===== src/rtl/brd_pkg.sv =====
// Package: shared constants for the board control interrupt hub.
// Assumes a 20-bit byte offset and 32-bit data words.
package brd_pkg;
    localparam int ADDR_W  = 20;
    localparam int DATA_W  = 32;
    localparam int NPLAIN  = 10;
    localparam logic [DATA_W-1:0] HUB_WMASK = 32'h000F_EEFF;
    localparam logic [ADDR_W-1:0] OFS_ENMASK = 20'h000C0;
    localparam logic [ADDR_W-1:0] OFS_SETCLR = 20'h000D0;

    // Byte offset of plain storage register number i
    function automatic logic [ADDR_W-1:0] plain_ofs(input int i);
        case (i)
            0:       plain_ofs = 20'h00010;
            1:       plain_ofs = 20'h00014;
            2:       plain_ofs = 20'h00040;
            3:       plain_ofs = 20'h00060;
            4:       plain_ofs = 20'h00080;
            5:       plain_ofs = 20'h00084;
            6:       plain_ofs = 20'h00088;
            7:       plain_ofs = 20'h00090;
            8:       plain_ofs = 20'h000E0;
            default: plain_ofs = 20'h000E4;
        endcase
    endfunction
endpackage


===== src/rtl/brd_pick.sv =====
// Module: brd_pick
// Purpose: from a request vector, picks the highest-numbered set bit and
// gives its index, its one-hot code and a hit flag.
// Assumes N >= 2. Purely combinational.
module brd_pick #(
    parameter int N  = 16,
    localparam int IW = $clog2(N)
) (
    input  logic [N-1:0]  req,
    output logic          hit,
    output logic [IW-1:0] idx,
    output logic [N-1:0]  onehot
);
    // Scan upward so that the last set bit, which is the highest, wins
    always_comb begin
        hit = 1'b0;
        idx = '0;
        for (int i = 0; i < N; i++) begin
            if (req[i]) begin
                hit = 1'b1;
                idx = IW'(i);
            end
        end
        onehot = hit ? (N'(1) << idx) : '0;
    end

    // Assertion R8: any hit yields exactly one code bit
    always_comb begin
        if (hit) begin
            p_onehot_code_r8: assert ($countones(onehot) == 1);
        end
    end
endmodule


===== src/rtl/brd_regfile.sv =====
// Module: brd_regfile
// Purpose: plain 32-bit storage registers at fixed byte offsets, with a
// combinational read mux.
// Assumes the caller drives rd_en only for reads. Offsets outside the table
// read as zero and ignore writes.
module brd_regfile
    import brd_pkg::*;
#(
    parameter int AW = ADDR_W,
    parameter int DW = DATA_W,
    parameter int NR = NPLAIN
) (
    input  logic          clk,
    input  logic          rst_n,
    input  logic          wr_en,
    input  logic          rd_en,
    input  logic [AW-1:0] addr,
    input  logic [DW-1:0] wdata,
    output logic [DW-1:0] rdata,
    output logic          hit
);
    logic [DW-1:0] store [NR];
    logic [NR-1:0] sel_v;

    // Address decode: one select line per register
    always_comb begin
        for (int i = 0; i < NR; i++) begin
            sel_v[i] = (addr == AW'(plain_ofs(i)));
        end
    end

    assign hit = |sel_v;

    generate
        for (genvar g = 0; g < NR; g++) begin : g_reg
            // Storage register g: cleared on reset, loaded on a matching write
            always_ff @(posedge clk) begin
                if (!rst_n) begin
                    store[g] <= '0;
                end else if (wr_en && sel_v[g]) begin
                    store[g] <= wdata;
                end
            end
        end
    endgenerate

    // Read mux: OR of the selected entries, zero when nothing matches
    always_comb begin
        rdata = '0;
        if (rd_en) begin
            for (int i = 0; i < NR; i++) begin
                if (sel_v[i]) rdata = rdata | store[i];
            end
        end
    end

    // Assertion R3: an unmapped read returns zero
    p_unmapped_zero_r3: assert property (@(posedge clk) disable iff (!rst_n)
        (rd_en && !hit) |-> (rdata == '0));

    // Assertion R2: a write is visible on the next cycle's read at that offset
    p_readback_r2: assert property (@(posedge clk) disable iff (!rst_n)
        (wr_en && hit) ##1 (rd_en && addr == $past(addr)) |-> (rdata == $past(wdata)));
endmodule


===== src/rtl/brd_irq_core.sv =====
// Module: brd_irq_core
// Purpose: source sampling, level vector, enable mask, set/clear word,
// per-source outputs and the upstream line.
// Assumes NSRC <= DW. When a mask write and a source event share an edge,
// the mask write folds the set/clear word into the event-updated level vector.
module brd_irq_core
    import brd_pkg::*;
#(
    parameter int AW   = ADDR_W,
    parameter int DW   = DATA_W,
    parameter int NSRC = 16,
    localparam int IW  = $clog2(NSRC)
) (
    input  logic            clk,
    input  logic            rst_n,
    input  logic            wr_en,
    input  logic            rd_en,
    input  logic [AW-1:0]   addr,
    input  logic [DW-1:0]   wdata,
    input  logic [NSRC-1:0] src_in,
    output logic [DW-1:0]   rdata,
    output logic            hit,
    output logic [NSRC-1:0] src_lvl,
    output logic            irq_up
);
    logic [NSRC-1:0] src_q, lv_q, lvl_q;
    logic [DW-1:0]   mask_q, sc_q;
    logic            irq_q;
    logic [NSRC-1:0] chg, en_chg, lv_evt, lv_new, sc_low, code;
    logic [IW-1:0]   pidx;
    logic            phit;
    logic            sel_mask, sel_sc, wr_mask, wr_sc;

    assign sel_mask = (addr == AW'(OFS_ENMASK));
    assign sel_sc   = (addr == AW'(OFS_SETCLR));
    assign wr_mask  = wr_en && sel_mask;
    assign wr_sc    = wr_en && sel_sc;
    assign hit      = sel_mask || sel_sc;

    // Change detection against the previous sample
    assign chg    = src_in ^ src_q;
    assign en_chg = chg & mask_q[NSRC-1:0];
    assign sc_low = sc_q[NSRC-1:0];

    // Level vector after this cycle's source events, then after the XOR fold
    assign lv_evt = (lv_q & ~chg) | (src_in & chg);
    assign lv_new = lv_evt ^ sc_low;

    brd_pick #(.N(NSRC)) u_pick (
        .req    (en_chg),
        .hit    (phit),
        .idx    (pidx),
        .onehot (code)
    );

    // Source sample register
    always_ff @(posedge clk) begin
        if (!rst_n) src_q <= '0;
        else        src_q <= src_in;
    end

    // Enable mask register: stores the write value through the fixed pattern
    always_ff @(posedge clk) begin
        if (!rst_n)       mask_q <= '0;
        else if (wr_mask) mask_q <= wdata & HUB_WMASK;
    end

    // Set/clear word: a bus write wins over an event code
    always_ff @(posedge clk) begin
        if (!rst_n)       sc_q <= '0;
        else if (wr_sc)   sc_q <= wdata & HUB_WMASK;
        else if (phit)    sc_q <= DW'(code);
    end

    // Upstream line follows the picked enabled source
    always_ff @(posedge clk) begin
        if (!rst_n)    irq_q <= 1'b0;
        else if (phit) irq_q <= src_in[pidx];
    end

    // Level vector: tracks events; a mask write replaces it with the fold
    always_ff @(posedge clk) begin
        if (!rst_n)       lv_q <= '0;
        else if (wr_mask) lv_q <= lv_new;
        else              lv_q <= lv_evt;
    end

    // Per-source outputs: only bits flipped by the fold are driven
    always_ff @(posedge clk) begin
        if (!rst_n)       lvl_q <= '0;
        else if (wr_mask) lvl_q <= (lvl_q & ~(lv_new ^ lv_evt)) | (lv_new & (lv_new ^ lv_evt));
    end

    // Read mux for the two hub registers
    always_comb begin
        rdata = '0;
        if (rd_en && sel_mask) rdata = mask_q;
        if (rd_en && sel_sc)   rdata = sc_q;
    end

    assign src_lvl = lvl_q;
    assign irq_up  = irq_q;

    // Assertion R4: a mask write stores the masked value
    p_mask_pattern_r4: assert property (@(posedge clk) disable iff (!rst_n)
        wr_mask |=> (mask_q == ($past(wdata) & HUB_WMASK)));

    // Assertion R5: an event without a bus write leaves a one-hot code
    p_event_code_r5: assert property (@(posedge clk) disable iff (!rst_n)
        (phit && !wr_sc) |=> ($countones(sc_q) == 1));

    // Assertion R6: no enabled change and no write leaves the word and the line alone
    p_quiet_r6: assert property (@(posedge clk) disable iff (!rst_n)
        (en_chg == '0 && !wr_sc) |=> ($stable(sc_q) && $stable(irq_q)));

    // Assertion R7: the per-source outputs move only on a mask write
    p_lvl_hold_r7: assert property (@(posedge clk) disable iff (!rst_n)
        !wr_mask |=> $stable(lvl_q));

    // Assertion R9: a bus write to the set/clear word wins
    p_bus_wins_r9: assert property (@(posedge clk) disable iff (!rst_n)
        wr_sc |=> (sc_q == ($past(wdata) & HUB_WMASK)));
endmodule


===== src/rtl/brd_irq_hub.sv =====
// Module: brd_irq_hub (top)
// Purpose: board-control register bank plus the interrupt hub, joined on
// one bus port.
// Assumes one access per cycle. Read data is combinational and zero unless
// bus_sel is high and bus_we is low.
module brd_irq_hub
    import brd_pkg::*;
#(
    parameter int AW   = ADDR_W,
    parameter int DW   = DATA_W,
    parameter int NSRC = 16
) (
    input  logic            clk,
    input  logic            rst_n,
    input  logic            bus_sel,
    input  logic            bus_we,
    input  logic [AW-1:0]   bus_addr,
    input  logic [DW-1:0]   bus_wdata,
    output logic [DW-1:0]   bus_rdata,
    input  logic [NSRC-1:0] src_in,
    output logic [NSRC-1:0] src_lvl,
    output logic            irq_up
);
    logic          wr_en, rd_en;
    logic [DW-1:0] rd_plain, rd_hub;
    logic          hit_plain, hit_hub;

    assign wr_en = bus_sel && bus_we;
    assign rd_en = bus_sel && !bus_we;

    brd_regfile #(.AW(AW), .DW(DW), .NR(NPLAIN)) u_regs (
        .clk   (clk),
        .rst_n (rst_n),
        .wr_en (wr_en),
        .rd_en (rd_en),
        .addr  (bus_addr),
        .wdata (bus_wdata),
        .rdata (rd_plain),
        .hit   (hit_plain)
    );

    brd_irq_core #(.AW(AW), .DW(DW), .NSRC(NSRC)) u_core (
        .clk     (clk),
        .rst_n   (rst_n),
        .wr_en   (wr_en),
        .rd_en   (rd_en),
        .addr    (bus_addr),
        .wdata   (bus_wdata),
        .src_in  (src_in),
        .rdata   (rd_hub),
        .hit     (hit_hub),
        .src_lvl (src_lvl),
        .irq_up  (irq_up)
    );

    // Read data: the two sources never decode the same offset
    assign bus_rdata = rd_plain | rd_hub;

    // Assertion R3: read data is zero while no read is in progress
    p_idle_zero_r3: assert property (@(posedge clk) disable iff (!rst_n)
        !rd_en |-> (bus_rdata == '0));

    // Assertion R3: no offset decodes in both sub-blocks
    p_decode_excl_r3: assert property (@(posedge clk) disable iff (!rst_n)
        !(hit_plain && hit_hub));
endmodule


===== config.mk =====
export PLATFORM = sky130hd
export DESIGN_NAME = brd_irq_hub
export DESIGN_NICKNAME = d
export VERILOG_FILES = /design/src/rtl/brd_pkg.sv /design/src/rtl/brd_pick.sv /design/src/rtl/brd_regfile.sv /design/src/rtl/brd_irq_core.sv /design/src/rtl/brd_irq_hub.sv
export SDC_FILE = /design/constraint.sdc
export NUM_CORES = 1
export LEC_CHECK = 0
export BUFFER_PORTS_ARGS = -buffer_cell sky130_fd_sc_hd__buf_2
export CAP_MARGIN = 25
export CORE_MARGIN = 2
export CORE_UTILIZATION = 57
export CTS_CLUSTER_DIAMETER = 200
export DETAILED_ROUTE_END_ITERATION = 16
export GPL_TIMING_DRIVEN = 0
export PLACE_DENSITY = 0.83
export SLEW_MARGIN = 10
export SYNTH_ARGS = -nofsm -noshare
export SYNTH_HDL_FRONTEND = slang
export SYNTH_SLANG_ARGS = --single-unit
export TNS_END_PERCENT = 10

===== constraint.sdc =====
create_clock -name clk -period 6.1 [get_ports clk]
set_input_delay 1.22 -clock clk [delete_from_list [all_inputs] [get_ports clk]]
set_output_delay 1.22 -clock clk [all_outputs]
set_load 0.005 [all_outputs]

==> impl_metrics.yaml <==
status:
  status: "finished clean"
yosys:
  synth.cell_area_um2: 17810
  synth_top_cell_by_area: "edfxtp_1"
  synth-seq-cells: 407
  synth_cell_types: 52
  seq_area_frac_synth_pct: 63.74
  synth-edff-count: 320
  syn-num-nets: 1508
  syn_area_per_cell_um2: 12.40
  yosysWarnings: 0
  ys.flop_type: "edfxtp_1"
  netlist_instances: 1436
  yosysTopAreaCellShare_pct: 53.96
  async_flop_share_pct: 0
  yosys-top-cells-area: "edfxtp_1 54%, and2_1 13%, dfxtp_1 9.8%"
power_and_ir_drop:
  clkPwrFrac_pct: 40.9
  power_frac_seq_pct: 54.9
  p_leak_uw: 0.007185
  power_density_nw_per_um2: 279.2
  switching_share_pct: 21.90
  p_comb_share_pct: 4.1
  max-vdd-ir-drop_uv: 253.4
  p_sw_uw: 1254
  intPower_uw: 4472
grt:
  grt_max_degree: 21
  grt_pass1_vias: 13100
  grt_overflow_total: 0
  grt_pass1_wl_mm: 75.93
  antenna_found_initial: 2
  track_usage_pct: 30.83
job:
  cap_violations: 0
worst_setup_path:
  slowest_stage: "clkbuf_1"
  critPathCaptureType: "primary output"
  path_cells: "buf_2 > nor4_1 > nand4_1 > or2_2 > nor3_2 > clkbuf_1 > a222oi_1 > a41oi_1 > buf_2"
  critPathMaxStageDelay_ns: 0.78
  crit_buf_inv: 3
  cp_common_cell: "buf_2"
  crit_type: "primary input to primary output"
  start_kind: "primary input"
  crit_family: "simple AND/OR/NAND/NOR gates"
  worstPathRequired_ns: 4.88
  arrival_ns: 4.73
  critPathMaxFanout: 10
sta:
  rsz0062_at_grt: "false"
  tightestPinTransition_ns: 1.050
  slew_viol_final: 0
  fmax_mhz: 168.2
  setup_viol: 0
  whs_ns: 0.4659
  period_minus_slack_ns: 5.946
  relSlewSlack_pct: 29.38
  hold_viol: 0
  fin_skew_ns: 0.01903
  fin_crit_sh_pct: 97.48
final_layout:
  area_delta_synth_final_pct: 15.18
  fin_area_um2: 20510
  nets: 1684
  drive_gt1_share_pct: 13.82
  multi_input_area_um2: 6081
  seqCellArea_um2: 11350
  fill_cells: 2174
detailed_routing:
  drc: 0
  antenna_left: 0
  wire_per_inst_um: 25.19
  dr.pass1.iters: 6
  wirelength_mm: 51.35
  first_iter_violations: 1897
  vias_per_cell: 6.451
  vias: 13154
clock_network:
  htree_levels: 2
  root_buffer: "clkbuf_16"
  cts.sinks: 407
  clk_pin_slew_ns: 0.06
  numCtsBuffers: 41
  cts_tree: "done"
  clockBufferDepth: 3
  clkLatencyLatePin_ns: 0.55
placement:
  dpl.hpwl_mm: 34.41
  routabilityCongestion: 0.9115
  port_buffers: 119
  post_dp_cell_area_um2: 19290
floorplanning:
  core_um2: 30670
  die-height_um: 180.8
  rows: 64
  die-area_um2: 32670
  initial_utilization_pct: 58.07
  die_w_um: 180.8
  ios: 121
min_path:
  hold_class: "register to register"
stage by stage:
step                      setup slack, ns  instances  util [%]  total power [uW]  setup TNS (ns)
after floorplan                    0.7311       1436         -              3296               0
after global placement             -1.829       1951     61.62              3401         -276.49
after detailed placement           0.1035       1965     62.89              3433               0
after CTS                         0.08512       2038     66.86              5722               0
after global routing              0.08862       2038     66.87              5850               0
final                              0.1540       2039     66.88              5726               0
worst paths after layout:
path / start / to / slack, ns / depth (start not counted)
setup / recovery: bus_addr[1] / bus_rdata[10] / 0.15 / 9
hold / removal: u_core.mask_q[16] / u_core.mask_q[16] / 0.47 / 2
setup reg to reg: u_core.src_q[9] / u_core.sc_q[9] / 3.00 / 7
hold reg to reg: u_core.mask_q[16] / u_core.mask_q[16] / 0.47 / 2
cell usage in the layout (no fill, tap or decap), drive strengths merged, types with 2 or more instances in the layout:
master,netlist,final
and2,379,379
edfxtp,320,320
buf,20,153
clkbuf,91,150
nand2,125,125
dfxtp,87,87
a222oi,67,67
a22oi,63,63
o21ai,39,39
nor2,32,32
a41oi,32,32
a21boi,31,31
a221oi,21,21
a22o,20,20
xnor2,15,15
xor2,15,15
clkinv,0,13
nand3,9,9
nor4,9,9
nor3,8,8
and3,6,6
inv,5,6
nor2b,4,4
mux2i,4,4
o211a,3,3
a21oi,3,3
a31oi,3,3
nor3b,3,3
o211ai,3,3
nand4,2,2
or2,2,2
nand2b,2,2
cells by family after synthesis:
group           Yosys count  share of synthesized area, %
simple gates            586                         18.62
flops                   407                         63.74
compound gates          292                         13.25
buf+inv                 116                         2.628
xor+xnor                 30                         1.475
mux                       5                        0.2881
layer usage:
layer	part of all wire, %	up-vias	wire (um)	track usage, %
met4	5.9	4	3052	17.00
met2	48	846	24440	51.35
li1	-	5709	-	-
met3	11	216	5696	7.015
met5	0.056	-	29	0
met1	35	6379	18140	37.27
state kept, by name (all words and copies together), names as in the netlist, named ones only:
signal / count
u_core.irq_up: 1
u_core.src_q: 16
u_core.mask_q: 18
u_regs.store: 320
u_core.lv_q: 16
u_core.sc_q: 20
power by group through the flow:
stage	combinational (uW)	clock, uW	sequential (uW)
2_1_floorplan	102	0	3190
3_3_place_gp	195	0	3210
3_5_place_dp	231	0	3200
4_1_cts	233	2340	3140
5_1_grt	252	2450	3150
6_report	236	2340	3150
worst register-to-register path: stages, from the launching register on:
cell	delay (ns)
dfxtp_1	0.31
xor2_1	0.20
a222oi_1	0.69
nand4_1	0.38
nor3_2	0.67
clkbuf_1	0.45
a22oi_1	0.14
a21boi_1	0.18
synth_stat cells, drive strengths merged, types with 4 or more instances:
master and n:
nor4 9, dfxtp 87, a221oi 21, a22o 20, o21ai 39, xnor2 15, inv 5, nor2 32
nand3 9, a41oi 32, a21boi 31, and3 6, mux2i 4, and2 379, edfxtp 320, xor2 15
nor2b 4, nor3 8, a222oi 67, nand2 125, clkbuf 91, a22oi 63, buf 20
layout make-up:
type	instances	area share [%]
antenna	1	0.01220
buffer	111	2.190
clock buffer	59	5.508
clock inverter	14	0.4209
inverter	5	0.09150
multi-input combinational	913	29.64
sequential	407	55.34
tap	396	2.416
timing repair buffer	133	4.380
what timing repair did:
action                                  4_1_cts  5_1_grt
setup buffers                                 0        0
endpoints found under the setup margin        0        7
hold buffers                                  0        0
resized for setup                             0        1
Note: power is estimated with default switching activity, not from simulation.
